File: config.mk
export PLATFORM = sky130hd
export DESIGN_NAME = ser_frame_tx
export DESIGN_NICKNAME = d
export VERILOG_FILES = /design/src/rtl/ser_tx_pkg.sv /design/src/rtl/ser_tx_cfg.sv /design/src/rtl/ser_tx_hold.sv /design/src/rtl/ser_tx_shift.sv /design/src/rtl/ser_frame_tx.sv
export SDC_FILE = /design/constraint.sdc
export NUM_CORES = 1
export LEC_CHECK = 0
export BUFFER_PORTS_ARGS = -buffer_cell sky130_fd_sc_hd__buf_2
export CAP_MARGIN = 20
export CORE_MARGIN = 4
export CORE_UTILIZATION = 30
export CTS_BUF_LIST = sky130_fd_sc_hd__clkbuf_8 sky130_fd_sc_hd__clkbuf_16
export DETAILED_ROUTE_END_ITERATION = 6
export GPL_TIMING_DRIVEN = 1
export PLACE_DENSITY_LB_ADDON = 0.08
export SLEW_MARGIN = 20
export SYNTH_ARGS = -nofsm -noshare
export SYNTH_HDL_FRONTEND = slang
export SYNTH_SLANG_ARGS = --single-unit
File: constraint.sdc
create_clock -name clk -period 1.9 [get_ports clk]
set_clock_uncertainty 0.1 [all_clocks]
set_input_delay 0 -clock clk [delete_from_list [all_inputs] [get_ports clk]]
set_output_delay 0 -clock clk [all_outputs]
set_load 0.05 [all_outputs]
File: src/rtl/ser_tx_pkg.sv
// Shared types and format helpers for the serial frame transmitter.
// Assumes: control word layout {long_stop, even, no_par, len[1:0]}.
package ser_tx_pkg;

    typedef struct packed {
        logic       long_stop;
        logic       even;
        logic       no_par;
        logic [1:0] len;
    } tx_fmt_t;

    typedef enum logic [2:0] {
        PH_IDLE,
        PH_START,
        PH_DATA,
        PH_PAR,
        PH_STOP
    } phase_t;

    // Number of data bits selected by the length field.
    function automatic int fmt_bits(tx_fmt_t f);
        return 5 + int'(f.len);
    endfunction

    // Stop period in clock cycles for oversample factor ovs.
    function automatic int stop_cycles(tx_fmt_t f, int ovs);
        if (!f.long_stop)
            return ovs;
        else if (f.len == 2'b00)
            return ovs + ovs / 2;
        else
            return 2 * ovs;
    endfunction

endpackage

File: src/rtl/ser_tx_cfg.sv
// Control word register: stores the frame format on its load strobe.
// Assumes: strobe is synchronous to clk; reset format is all zero.
module ser_tx_cfg
    import ser_tx_pkg::*;
(
    input  logic    clk,
    input  logic    rst_n,
    input  logic    load,
    input  tx_fmt_t word_i,
    output tx_fmt_t fmt_o
);

    tx_fmt_t fmt_q;

    // Capture the format word only when strobed.
    always_ff @(posedge clk) begin
        if (!rst_n)
            fmt_q <= '0;
        else if (load)
            fmt_q <= word_i;
    end

    assign fmt_o = fmt_q;

    a_r2_hold_without_strobe: assert property (@(posedge clk) disable iff (!rst_n)
        (!load && $past(rst_n)) |=> $stable(fmt_q));

endmodule

File: src/rtl/ser_tx_hold.sv
// Holding buffer: keeps one character until the shift engine takes it.
// Assumes: a load in the same cycle as a take refills the buffer.
module ser_tx_hold #(
    parameter int DW = 8
) (
    input  logic          clk,
    input  logic          rst_n,
    input  logic          load,
    input  logic [DW-1:0] din,
    input  logic          take,
    output logic [DW-1:0] data_o,
    output logic          full_o
);

    logic [DW-1:0] data_q;
    logic          full_q;

    // Track occupancy; a load has priority over a take.
    always_ff @(posedge clk) begin
        if (!rst_n)
            full_q <= 1'b0;
        else if (load)
            full_q <= 1'b1;
        else if (take)
            full_q <= 1'b0;
    end

    // Store the character on a load.
    always_ff @(posedge clk) begin
        if (!rst_n)
            data_q <= '0;
        else if (load)
            data_q <= din;
    end

    assign data_o = data_q;
    assign full_o = full_q;

    a_r6_load_fills: assert property (@(posedge clk) disable iff (!rst_n)
        load |=> full_q);

    a_r6_take_frees: assert property (@(posedge clk) disable iff (!rst_n)
        (take && !load) |=> !full_q);

endmodule

File: src/rtl/ser_tx_shift.sv
// Frame engine: sends start, data (LSB first), optional parity and stop.
// Assumes: take only when ready_o; format and parity fixed at take.
module ser_tx_shift
    import ser_tx_pkg::*;
#(
    parameter int OVS = 16,
    parameter int DW  = 8
) (
    input  logic          clk,
    input  logic          rst_n,
    input  logic          take,
    input  logic [DW-1:0] data_i,
    input  tx_fmt_t       fmt_i,
    output logic          ready_o,
    output logic          idle_o,
    output logic          txd_o
);

    localparam int CW = $clog2(2 * OVS);
    localparam int BW = $clog2(DW + 1);
    localparam logic [CW-1:0] BIT_LAST = CW'(OVS - 1);

    phase_t        phase;
    logic [CW-1:0] cnt;
    logic [DW-1:0] sh;
    logic [BW-1:0] left;
    tx_fmt_t       fmt_q;
    logic          par_q;
    logic          txd_q;
    logic          last_cyc;
    logic          par_new;
    logic [CW-1:0] stop_last;

    assign last_cyc = (cnt == '0);

    // Parity of the incoming character over its selected length.
    always_comb begin
        logic [DW-1:0] mask;
        mask = '0;
        for (int b = 0; b < DW; b++)
            mask[b] = (b < fmt_bits(fmt_i));
        par_new = fmt_i.even ? ^(data_i & mask) : ~^(data_i & mask);
    end

    assign stop_last = CW'(stop_cycles(fmt_q, OVS) - 1);

    // Phase sequencer, bit-time counter and output register.
    always_ff @(posedge clk) begin
        if (!rst_n) begin
            phase <= PH_IDLE;
            cnt   <= '0;
            sh    <= '0;
            left  <= '0;
            fmt_q <= '0;
            par_q <= 1'b0;
            txd_q <= 1'b1;
        end else if (take) begin
            phase <= PH_START;
            cnt   <= BIT_LAST;
            sh    <= data_i;
            left  <= BW'(fmt_bits(fmt_i));
            fmt_q <= fmt_i;
            par_q <= par_new;
            txd_q <= 1'b0;
        end else if (phase != PH_IDLE) begin
            if (!last_cyc) begin
                cnt <= cnt - 1'b1;
            end else begin
                case (phase)
                    PH_START, PH_DATA: begin
                        if (left != '0) begin
                            phase <= PH_DATA;
                            txd_q <= sh[0];
                            sh    <= sh >> 1;
                            left  <= left - 1'b1;
                            cnt   <= BIT_LAST;
                        end else if (!fmt_q.no_par) begin
                            phase <= PH_PAR;
                            txd_q <= par_q;
                            cnt   <= BIT_LAST;
                        end else begin
                            phase <= PH_STOP;
                            txd_q <= 1'b1;
                            cnt   <= stop_last;
                        end
                    end
                    PH_PAR: begin
                        phase <= PH_STOP;
                        txd_q <= 1'b1;
                        cnt   <= stop_last;
                    end
                    default: begin
                        phase <= PH_IDLE;
                        txd_q <= 1'b1;
                    end
                endcase
            end
        end
    end

    assign ready_o = (phase == PH_IDLE) || (phase == PH_STOP && last_cyc);
    assign idle_o  = (phase == PH_IDLE);
    assign txd_o   = txd_q;

    a_r9_idle_high: assert property (@(posedge clk) disable iff (!rst_n)
        (phase == PH_IDLE) |-> txd_q);

    a_r3_start_low: assert property (@(posedge clk) disable iff (!rst_n)
        (phase == PH_START) |-> !txd_q);

    a_r5_stop_high: assert property (@(posedge clk) disable iff (!rst_n)
        (phase == PH_STOP) |-> txd_q);

    a_r4_parity_only_enabled: assert property (@(posedge clk) disable iff (!rst_n)
        (phase == PH_PAR) |-> !fmt_q.no_par);

    a_r7_no_gap: assert property (@(posedge clk) disable iff (!rst_n)
        (phase == PH_STOP && last_cyc && take) |=> (phase == PH_START));

    a_r6_take_when_ready: assert property (@(posedge clk) disable iff (!rst_n)
        take |-> ready_o);

endmodule

File: src/rtl/ser_frame_tx.sv
// Programmable asynchronous serial transmitter top level.
// Assumes: clk runs at OVS times the bit rate; reset is synchronous, active low.
module ser_frame_tx
    import ser_tx_pkg::*;
#(
    parameter int OVS = 16,
    parameter int DW  = 8
) (
    input  logic          clk,
    input  logic          rst_n,
    input  logic          cfg_load,
    input  logic [4:0]    cfg_word,
    input  logic [DW-1:0] din,
    input  logic          din_load,
    output logic          buf_empty,
    output logic          shreg_empty,
    output logic          txd
);

    tx_fmt_t       fmt;
    logic [DW-1:0] hold_data;
    logic          hold_full;
    logic          eng_ready;
    logic          eng_idle;
    logic          take;

    ser_tx_cfg u_cfg (
        .clk    (clk),
        .rst_n  (rst_n),
        .load   (cfg_load),
        .word_i (tx_fmt_t'(cfg_word)),
        .fmt_o  (fmt)
    );

    ser_tx_hold #(.DW(DW)) u_hold (
        .clk    (clk),
        .rst_n  (rst_n),
        .load   (din_load),
        .din    (din),
        .take   (take),
        .data_o (hold_data),
        .full_o (hold_full)
    );

    ser_tx_shift #(.OVS(OVS), .DW(DW)) u_shift (
        .clk     (clk),
        .rst_n   (rst_n),
        .take    (take),
        .data_i  (hold_data),
        .fmt_i   (fmt),
        .ready_o (eng_ready),
        .idle_o  (eng_idle),
        .txd_o   (txd)
    );

    // Hand the buffered character over as soon as the engine frees up.
    assign take        = eng_ready && hold_full;
    assign buf_empty   = !hold_full;
    assign shreg_empty = eng_idle && !hold_full;

    a_r8_empty_means_quiet: assert property (@(posedge clk) disable iff (!rst_n)
        shreg_empty |-> (buf_empty && txd));

endmodule

; ---- Word level (Yosys, flattened, before mapping)
; Index checks and enable logic that the tools add are counted.
[totals]
register_bits = 40
out_inout_bits = 3
in_bits = 17
word_cells = 94
[classes]
n_mux = 33
addsub = 4
n_bitwise = 2
n_reduce_logical = 24
n_eq_ne = 6
order_cmp = 8
[op_table]
columns = operator, count
row1 = < comparator 4 x 32 -> 1 bit (first input constant), 4
row2 = < comparator 3 x 32 -> 1 bit (first input constant), 2
row3 = 2-to-1 mux 8 bit, 5
row4 = < comparator 1 x 32 -> 1 bit (first input constant), 1
row5 = < comparator 2 x 32 -> 1 bit (first input constant), 1
row6 = 2-to-1 mux 4 bit, 7
row7 = 2-to-1 mux 5 bit, 5
row8 = 2-to-1 mux 1 bit, 12
row9 = one-hot mux 5 bit (2 select lines), 1
row10 = nonzero test 2 bit, 5
row11 = bitwise AND 8 bit, 1
row12 = AND reduction 2 bit, 4
row13 = XNOR reduction 8 bit, 1
row14 = XOR reduction 8 bit, 1
row15 = equality test 3 x 2 -> 1 bit (second input constant), 2
row16 = 2-to-1 mux 3 bit, 2
row17 = one-hot mux 3 bit (2 select lines), 1
row18 = logical NOT 5 bit, 1
row19 = subtractor 5 x 1 -> 5 bit (second input constant), 1
row20 = subtractor 5 x 2 -> 5 bit (second input constant), 1
row21 = adder 3 x 2 -> 4 bit (first input constant), 1
row22 = != test 4 bit (second input constant), 1
row23 = AND reduction 4 bit, 1
row24 = nonzero test 4 bit, 1
row25 = 12 further kinds, 15

; ---- Logic depth before layout (Yosys ltp)
[logic_depth]
ltp_word = 10
mapped_depth = 10
ltp_nobuf = 7

; ---- Modules after synthesis
; A second synthesis with hierarchy kept.
[unflattened]
hier_cells = 210
area_unflattened_um2 = 2033.2
[by_module_without_submodules]
columns = mod, instances, area_each_um2, cells_per_inst, seq_area_each_um2
row1 = ser_tx_shift, 1, 1488.9, 163, 520.5
row2 = ser_tx_hold, 1, 335.3, 28, 180.2
row3 = ser_tx_cfg, 1, 192.7, 16, 100.1
row4 = ser_frame_tx, 1, 16.3, 3, 0.0

; ---- Least setup slack after synthesis
; OpenSTA, ideal clock, no wires.
[synth_timing]
kind = register -> output
startpoint = reg u_shift.phase[0]
endpoint = out shreg_empty
stages_incl_launch_ff = 4
t_required_ns = 1.800
arrival_ns = 2.225
path_buffers = 2
setup_slack_ns = -0.425
cell_sequence = dfxtp_1 clkbuf_1 clkbuf_1 nor4_1
[synth_between]
elab_chain_cells = 2
[synth_rtl]
columns = item, line
row1 = from (decl), ser_tx_shift.sv:23  ; phase_t phase;
row2 = from (signal assigned), ser_tx_shift.sv:50  ; phase <= PH_IDLE;
row3 = from (signal assigned), ser_tx_shift.sv:58  ; phase <= PH_START;
row4 = from (signal assigned), ser_tx_shift.sv:72  ; phase <= PH_DATA;
row5 = logical NOT 3 bit, ser_tx_shift.sv:102  ; assign idle_o = (phase == PH_IDLE);
row6 = logical AND 1 bit, ser_frame_tx.sv:59  ; assign shreg_empty = eng_idle && !hold_full;
row7 = to (decl), ser_frame_tx.sv:16  ; output logic shreg_empty,
; No other way between the ends.

; ---- Worst setup path after layout
[layout_timing]
startpoint = reg u_shift.cnt[0]
endpoint = reg u_shift.sh[5]
[layout_between]
elab_chain_cells = 6
elab_cells_between_ends = 10
classes_between = mux (1) / reduce/logical (9)
[layout_rtl]
columns = item, line
row1 = from (decl), ser_tx_shift.sv:24  ; logic [CW-1:0] cnt;
row2 = from (signal assigned), ser_tx_shift.sv:67  ; cnt <= cnt - 1'b1;
row3 = from (signal assigned), ser_tx_shift.sv:84  ; cnt <= stop_last;
row4 = from (signal assigned), ser_tx_shift.sv:90  ; cnt <= stop_last;
row5 = logical NOT 5 bit *, ser_tx_shift.sv:34  ; assign last_cyc = (cnt == '0);
row6 = logical AND 1 bit, ser_tx_shift.sv:101  ; assign ready_o = (phase == PH_IDLE) || (phase == PH_STOP && last_cyc);
row7 = logical OR 1 bit, ser_tx_shift.sv:101
row8 = logical AND 1 bit, ser_frame_tx.sv:57  ; assign take = eng_ready && hold_full;
row9 = nonzero test 2 bit (no source line), -
row10 = AND reduction 4 bit (no source line), -
row11 = to (signal assigned), ser_tx_shift.sv:60  ; sh <= data_i;
row12 = to (signal assigned), ser_tx_shift.sv:74  ; sh <= sh >> 1;
row13 = to (decl), ser_tx_shift.sv:25  ; logic [DW-1:0] sh;
; Every way passes the cells marked *; elsewhere a longest branch is shown, timed or not.
; A chain may end at the register's enable or synchronous reset.

==> impl_metrics.tcl <==
set metrics [dict create \
    arrival_ns 2.18 \
    finalHoldViolCount 0 \
    syn_to_final_growth_pct 42.7 \
    synthTopCellsByArea "dfxtp_1, mux2i_1, nand2_1, nor2_1, ha_1" \
    powerDensity_nw_per_um2 999 \
    n_fill_cell 647 \
    final_nets 329 \
    die-area_sq_um 8210 \
    n_antenna_cell 0 \
    synth_commonest_cells "dfxtp_1, nand2_1, nor2_1" \
    wl_per_cell_microns 13.6 \
    gp_congestion 0.729 \
    p_leak_nw 1.20 \
    grt_first_pass_wirelength_microns 8960 \
    htreeDepth 2 \
    vias 1849 \
    grt_start_max_net_pins 27 \
    core_sq_um 6490 \
    rows 29 \
    die_w_microns 90.6 \
    crit_buf_inv 3 \
    numClockSinks 40 \
    syn_inst 242 \
    grt.overflow.total 0 \
    yosysSeqAreaShare_pct 39.1 \
    min_period_over_period_pct 109 \
    fin_crit_ns 2.07 \
    numPortBuffers 19 \
    yosys_register_bits 40 \
    synth_most_common_cell "dfxtp_1" \
    post-route-drc-count 0 \
    tightest_slew_ns 0.469 \
    drt_pre_antenna_iters 4 \
    setup_tns_ns -2.21 \
    max_slew_margin_pct 68.7 \
    path_cells "inv_2, ha_4, buf_6, or4b_4, a21o_1, o311ai_4, buf_12, nor2_4, a311oi_2" \
    grt_use_total_pct 13.4 \
    first_global_vias 1797 \
    cts_buffers 5 \
    cts_buffer_depth 2 \
    slowest_stage "or4b_4" \
    io_pins 20 \
    maxCapViolCount 0 \
    critPathKind "reg -> reg" \
    grt_setup_unrepaired "true" \
    synth_fp_nets 265 \
    hp-class "in -> reg" \
    path_clk_slew_ns 0.09 \
    ys_async_sr_fraction_pct 0 \
    start_util_pct 31.5 \
    finalWirelength_microns 5210 \
    yosys_warnings 0 \
    antenna_found_initial 0 \
    violations "negative setup slack" \
    fmax_mhz 483 \
    syn_area_per_cell_sq_um 8.46 \
    dieHeight_microns 90.6 \
    holdWs_ns 0.0505 \
    outcome "finished with violations" \
    yosysTopAreaCell "dfxtp_1" \
    path_delay_family "simple AND/OR/NAND/NOR gates" \
    worstPathMaxFanout 7 \
    first_iter_violations 76 \
    drtAntennaViolNets 0 \
    synth_edf_count 0 \
    yosys.area.top_type_share_pct 39.1 \
    endpoint_kind "register" \
    setup_slack_ns -0.170 \
    critPathRequiredTime_ns 2.01 \
    clkLatencyLatePin_ns 0.29 \
    setup_viol 22 \
    start_kind "register" \
    cts_root_buf "clkbuf_8" \
    ys.flop_type "dfxtp_1" \
    viasPerCell 4.82 \
    cts_tree "built" \
    drive_above_1_share_pct 30.0 \
    slowest_delay_ns 0.52 \
    irDropWorstVdd_mv 0.449 \
    synth.distinct_cells 48 \
    netlist_area_sq_um 2050 \
    dp.final_hpwl_microns 3530 \
    drv_slew 0 \
]
[area by class of cell]
class                   count  area (sq um)  share of cell area, %
inverters                  13          48.8                   1.67
clock buffers               6          82.6                   2.83
repair buffers             72           618                   21.1
flip-flops and latches     40           803                   27.5
clock inverters             2          38.8                   1.33
well taps                  77          96.3                   3.30
multi-input cells         174          1230                   42.3
[sequential cells by signal, indices dropped and copies added, names as in the netlist, 3 cells and up]
register and count:
u_shift.left 4, u_shift.cnt 5, u_shift.sh 8, u_cfg.fmt_o 5, u_hold.data_o 8, u_shift.phase 3
u_shift.fmt_q 4
[where the power goes]
group | switching, mW | internal [mW]
registers | 0.0793 | 0.944
clock network | 0.329 | 0.430
logic | 0.556 | 0.581
total | 0.963 | 1.96
[placed cells by master (no fill, tap or decap), types with 4 or more instances in the layout]
cell type / n
clkbuf_8: 6
mux2i_1: 15
dfxtp_1: 38
ha_1: 4
a311oi_2: 6
buf_12: 4
buf_2: 19
nand2_1: 35
a21oi_1: 13
xnor2_1: 6
nor2_1: 30
xor2_1: 6
o21ai_0: 6
nor3_1: 4
nor2_2: 4
buf_4: 27
inv_1: 11
dlygate4sd3_1: 19
[path summary, 6_finish.rpt]
| kind | start | to | slack, ns | depth (start not counted) |
|---|---|---|---|---|
| worst min-delay path | din_load | u_hold.full_o | 0.05 | 3 |
| worst max register to register | u_shift.cnt[0] | u_shift.sh[5] | -0.17 | 9 |
| worst min register to register | u_shift.fmt_q[0] | u_shift.fmt_q[0] | 0.36 | 2 |
| worst max-delay path | u_shift.cnt[0] | u_shift.sh[5] | -0.17 | 9 |
[per-stage QoR]
stage,util (%),instance area (sq um),std cells,power [mW],worst slack (ns)
floorplan,-,2080,242,1.67,-0.134
global placement,37.2,2420,350,1.96,-0.218
detailed placement,37.2,2420,350,1.96,-0.248
CTS,44.3,2880,384,2.92,-0.192
global route,45.0,2920,384,3.12,-0.264
finish,45.0,2920,384,2.92,-0.170
[layer usage]
| layer | global-route usage (%) | vias to the layer above | wire length, microns |
|---|---|---|---|
| li1 | - | 957 | - |
| met1 | 18.6 | 847 | 2620 |
| met2 | 21.1 | 38 | 2320 |
| met3 | 2.58 | 7 | 208 |
| met4 | 3.44 | 0 | 54 |
| met5 | 0 | - | 0 |
[cells by family (layout without fill, tap and decap cells)]
group,Yosys count,after routing,share of synthesized area [%]
XOR/XNOR,12,12,5.13
buffers and inverters,28,93,6.29
multiplexers,15,15,7.33
AO/OA/AOI/OAI,45,45,16.3
AND/OR/NAND/NOR,94,94,21.2
flip-flops,40,40,39.1
adder cells (fa/ha/maj),8,8,4.64
[what timing repair did]
action | in CTS | in global routing
pin swaps | 11 | 4
endpoints found under the hold margin | 21 | 0
setup buffers | 5 | 1
gates resized for setup | 14 | 15
setup endpoints to repair | 21 | 24
cloned | 2 | 0
hold buffers | 19 | 0
[worst min-delay path: stages]
cell,delay (ns)
buf_2,0.20
a21oi_1,0.16
nor2_1,0.04
(Power assumes the default switching activity.)
